**config.mk**
```make
export PLATFORM = sky130hd
export DESIGN_NAME = wr_beat_seq
export DESIGN_NICKNAME = d
export VERILOG_FILES = /design/src/rtl/wr_beat_seq.sv
export SDC_FILE = /design/constraint.sdc
export NUM_CORES = 1
export LEC_CHECK = 0
export BUFFER_PORTS_ARGS = -buffer_cell sky130_fd_sc_hd__buf_2
export CAP_MARGIN = 20
export CELL_PAD_IN_SITES_DETAIL_PLACEMENT = 1
export CELL_PAD_IN_SITES_GLOBAL_PLACEMENT = 2
export CORE_UTILIZATION = 27
export DETAILED_ROUTE_END_ITERATION = 10
export GPL_ROUTABILITY_DRIVEN = 0
export PLACE_DENSITY_LB_ADDON = 0.1
export SYNTH_ARGS = -nofsm -noshare
export SYNTH_HDL_FRONTEND = slang
export SYNTH_SLANG_ARGS = --single-unit
```
**constraint.sdc**
```tcl
create_clock -name clk -period 4 [get_ports clk]
set_input_delay 1.2 -clock clk [delete_from_list [all_inputs] [get_ports clk]]
set_output_delay 1.2 -clock clk [all_outputs]
set_load 0.005 [all_outputs]
```
**src/rtl/wr_beat_seq.sv**
```systemverilog
module wr_beat_seq #(
  parameter int DW         = 64,
  parameter int LINE_BYTES = 32,
  parameter int PCW        = 4,
  parameter int GW         = 3
) (
  input  logic          clk,
  input  logic          rst_n,
  input  logic          req_valid,
  input  logic          req_block,
  input  logic          req_big,
  input  logic          req_narrow,
  input  logic [DW-1:0] req_addr,
  input  logic [PCW-1:0] req_pat,
  input  logic [GW-1:0] req_gap,
  input  logic [DW-1:0] src_data,
  output logic          src_pop,
  output logic [DW-1:0] bus_ad,
  output logic          bus_valid,
  output logic          done,
  output logic          pat_err
);
  localparam int HW           = DW / 2;
  localparam int WIDE_BEATS   = LINE_BYTES / (DW / 8);
  localparam int NARROW_BEATS = 2 * WIDE_BEATS;
  localparam int CW           = $clog2(NARROW_BEATS + 1);
  localparam int SW           = 3;
  localparam int LAST_CODE    = 8;

  logic          busy, narrow_q;
  logic [GW-1:0] gap_left;
  logic [SW-1:0] slot, per_last, per_dec;
  logic [1:0]    grp, grp_dec;
  logic [CW-1:0] beats_left, beats_req;
  logic          in_gap, beat_slot;

  function automatic logic [DW-1:0] fit(input logic [DW-1:0] d, input logic nar);
    return nar ? {{(DW-HW){1'b0}}, d[HW-1:0]} : d;
  endfunction

  always_comb begin
    case (req_pat)
      4'd1:    begin grp_dec = 2'd2; per_dec = 3'd2; end
      4'd2:    begin grp_dec = 2'd2; per_dec = 3'd3; end
      4'd3:    begin grp_dec = 2'd1; per_dec = 3'd1; end
      4'd4:    begin grp_dec = 2'd2; per_dec = 3'd4; end
      4'd5:    begin grp_dec = 2'd2; per_dec = 3'd5; end
      4'd6:    begin grp_dec = 2'd1; per_dec = 3'd2; end
      4'd7:    begin grp_dec = 2'd2; per_dec = 3'd7; end
      4'd8:    begin grp_dec = 2'd1; per_dec = 3'd3; end
      default: begin grp_dec = 2'd1; per_dec = 3'd0; end
    endcase
  end

  assign beats_req = req_block ? (req_narrow ? CW'(NARROW_BEATS) : CW'(WIDE_BEATS))
                               : ((req_narrow && req_big) ? CW'(2) : CW'(1));

  assign in_gap    = busy && (gap_left != '0);
  assign beat_slot = busy && !in_gap && (slot < SW'(grp));
  assign src_pop   = beat_slot;

  always_ff @(posedge clk) begin
    if (!rst_n) begin
      busy       <= 1'b0;
      narrow_q   <= 1'b0;
      gap_left   <= '0;
      slot       <= '0;
      per_last   <= '0;
      grp        <= '0;
      beats_left <= '0;
      bus_ad     <= '0;
      bus_valid  <= 1'b0;
      done       <= 1'b0;
      pat_err    <= 1'b0;
    end else begin
      bus_valid <= 1'b0;
      done      <= 1'b0;
      if (!busy) begin
        if (req_valid) begin
          busy       <= 1'b1;
          bus_valid  <= 1'b1;
          bus_ad     <= fit(req_addr, req_narrow);
          narrow_q   <= req_narrow;
          gap_left   <= req_gap;
          slot       <= '0;
          grp        <= grp_dec;
          per_last   <= per_dec;
          beats_left <= beats_req;
          pat_err    <= (req_pat > PCW'(LAST_CODE));
        end
      end else if (in_gap) begin
        gap_left <= gap_left - 1'b1;
      end else begin
        slot <= (slot == per_last) ? '0 : slot + 1'b1;
        if (beat_slot) begin
          bus_valid  <= 1'b1;
          bus_ad     <= fit(src_data, narrow_q);
          beats_left <= beats_left - 1'b1;
          if (beats_left == CW'(1)) begin
            done <= 1'b1;
            busy <= 1'b0;
          end
        end
      end
    end
  end
endmodule

```
==> impl_metrics.ini <==
[status]
outcome = complete, no violations

[synth]
ys_warn_count = 0
seq_area_frac_synth_pct = 43.1
synth_nets = 570
synthDistinctLibCells = 33
synth.area.top_cells = dfxtp_1 43%, a211oi_1 12%, mux2i_1 9.5%
synth_seq_cells = 84
syn_inst = 421
synth_top_area_cell = dfxtp_1
synth_area_mm2 = 0.00390
avgSynthCellArea_um2 = 9.28
synth_top_area_share_pct = 43.1

[power]
comb_power_share_pct = 21.2
power_w = 0.00222
vdd.ir_drop.worst_uv = 223
power_leakage_nw = 2.39
p_int_w = 0.00161
p_sw_share_pct = 27.7
cellPowerDensity_mw_per_mm2 = 417
p_sw_w = 0.000615
seq_power_share_pct = 43.2
clockPowerShare_pct = 35.7

[clock_tree]
cts_tree = done
cts_htree_levels = 3
insertion_delay_ns = 0.33
cts-root-buf = clkbuf_16
post_cts_buffers = 0
clock-sinks = 84
clock_path_buffers = 2
cts_hold_buf = 0
cts_resized = 0
cts_buffers = 9
clkTransAtPathRegs_ns = 0.06

[critical_path]
worst-path-buf-inv = 3
cp_cell_sequence = inv_1, ha_1, ha_1, nand2_1, a2111o_1, clkinv_2, buf_2
critPathMostFrequentCell = ha_1
crit_arrival_ns = 1.79
critPathKind = reg2out
critPathCaptureType = primary output
cp_max_fo = 6
startpoint_type = register
cpLargestDelayFamily = compound AO/OA/AOI/OAI gates
slowest_delay_ns = 0.42
slowest_stage = a2111o_1
critPathRequiredTime_ns = 2.80

[sta]
max_slew_margin_pct = 50.2
finalSetupTns_ns = 0
skew_ns = 0.00552
hold_viol_final = 0
rsz0062_at_grt = no
slew_violations = 0
period_minus_slack_ns = 2.99
period_share_pct = 74.7
fmax_mhz = 335
worst_pin_slew_ns = 0.746
finalSetupViolCount = 0
whs_ns = 0.463

[floorplanning]
core_mm2 = 0.0140
die_x_um = 122
io_pins = 209
num_rows = 43
initial_utilization_pct = 27.9
dieArea_mm2 = 0.0149
die_y_um = 122

[cells_and_area]
fill_cells = 1691
num_antenna_cells = 0
finalNonFillerCells = 792
areaGrowthSynthToFinish_pct = 36.5
drive_gt1_share_pct = 39.1
final_common_cell = buf_2
seqCellArea_mm2 = 0.00168
layout_common_cells = 208 x buf_2, 83 x dfxtp_1, 66 x nor3_1, 65 x a211oi_1, 37 x mux2i_1
fin_nets = 756
multi_input_area_mm2 = 0.00197

[global_routing]
grt-ovfl-total = 0
grtUsageTotal_pct = 18.3
antenna_found_initial = 0
grt_pass1_wl_um = 21400
grt_pass1_vias = 4207
grt_max_degree = 70

[routing]
wl_per_cell_um = 16.5
routed_wl_um = 13100
drc = 0
first_pass_iters = 6
vias = 3957
drtIter0Drc = 125
ant_nets = 0
viasPerCell = 5.00

[placement]
portBuffers = 208
place_inst = 776
dpl.hpwl_um = 9700

[worst_hold_path]
hold_class = reg2reg

[run]
max_cap_viol_count = 0
final cells by class:
type / instances / area share (%)
Multi-Input combinational cell: 282 / 36.9
Sequential cell: 84 / 31.6
Timing Repair Buffer: 217 / 21.0
Clock buffer: 15 / 5.21
Tap cell: 180 / 4.23
Inverter: 13 / 0.939
Clock inverter: 1 / 0.0939
cells in the mapped netlist:
cell        n
nor3_1     66
a221oi_1    1
nor4b_1     1
o31a_1      1
inv_1      11
a31oi_1     5
a32o_1      1
nand3_1     6
nor4_1      1
dfxtp_1    84
a21oi_1     9
buf_2       9
mux2i_1    37
nand2b_1    5
nand3b_1    3
o22ai_1     1
buf_1       3
clkbuf_1   23
nor2_1     14
ha_1        8
buf_6       7
clkinv_2    1
nor2b_1     1
o21ai_0     8
a22oi_1    33
a2111oi_0   1
a32oi_1     1
a211oi_1   65
o221a_2     2
xnor2_1     3
inv_2       1
nand2_1     8
a2111o_1    1
layer usage:
layer	track usage, %	vias up	part of all wire (%)
met5	0	-	0
met4	6.40	0	1.5
met3	5.07	13	5.8
met2	31.3	105	50
met1	21.7	1869	43
li1	-	1970	-
stage by stage:
| stage | area [um^2] | worst slack [ns] | util, % |
|---|---|---|---|
| after floorplan | 3910 | 1.44 | - |
| after global placement | 5050 | 1.13 | 36.1 |
| after detailed placement | 5050 | 1.06 | 36.1 |
| after CTS | 5330 | 0.963 | 38.1 |
| after global routing | 5330 | 0.838 | 38.1 |
| final | 5330 | 1.01 | 38.1 |
sequential cells by signal, summed over array words and instances (netlist names):
register,cells
beats_left,4
bus_ad,64
bus_valid,1
busy,1
done,1
gap_left,3
grp,2
narrow_q,1
pat_err,1
per_last,3
slot,3
logic make-up after synthesis:
logic type	Yosys count	share of synthesized area, %
xor+xnor	3	0.673
compound gates	129	24.0
mux	37	9.48
buf+inv	55	6.95
fa+ha+maj	8	2.56
flops	84	43.1
simple gates	105	13.3
worst register-to-register path, cell delays in order, from the launching register on:
cell,delay (ns)
dfxtp_1,0.30
inv_1,0.08
ha_1,0.16
ha_1,0.18
nand2_1,0.09
a2111o_1,0.42
clkinv_2,0.09
buf_4,0.58
o22ai_1,0.19
a32o_1,0.29
power by group through the flow:
| stage | Sequential [W] | Clock (W) | Combinational (W) |
|---|---|---|---|
| 2_1_floorplan | 0.000980 | 0 | 0.000262 |
| 4_1_cts | 0.000961 | 0.000814 | 0.000484 |
| 6_report | 0.000959 | 0.000792 | 0.000471 |
| 5_1_grt | 0.000970 | 0.000861 | 0.000531 |
| 3_5_place_dp | 0.000978 | 0 | 0.000483 |
| 3_3_place_gp | 0.000975 | 0 | 0.000473 |
path summary, 6_finish.rpt:
| check | from | end | slack (ns) | depth (start not counted) |
|---|---|---|---|---|
| setup reg to reg | gap_left[0] | beats_left[2] | 1.51 | 9 |
| hold reg to reg | pat_err | pat_err | 0.46 | 2 |
| hold / removal | pat_err | pat_err | 0.46 | 2 |
| setup / recovery | gap_left[0] | src_pop | 1.01 | 7 |
Note: power is estimated with default switching activity, not from simulation.
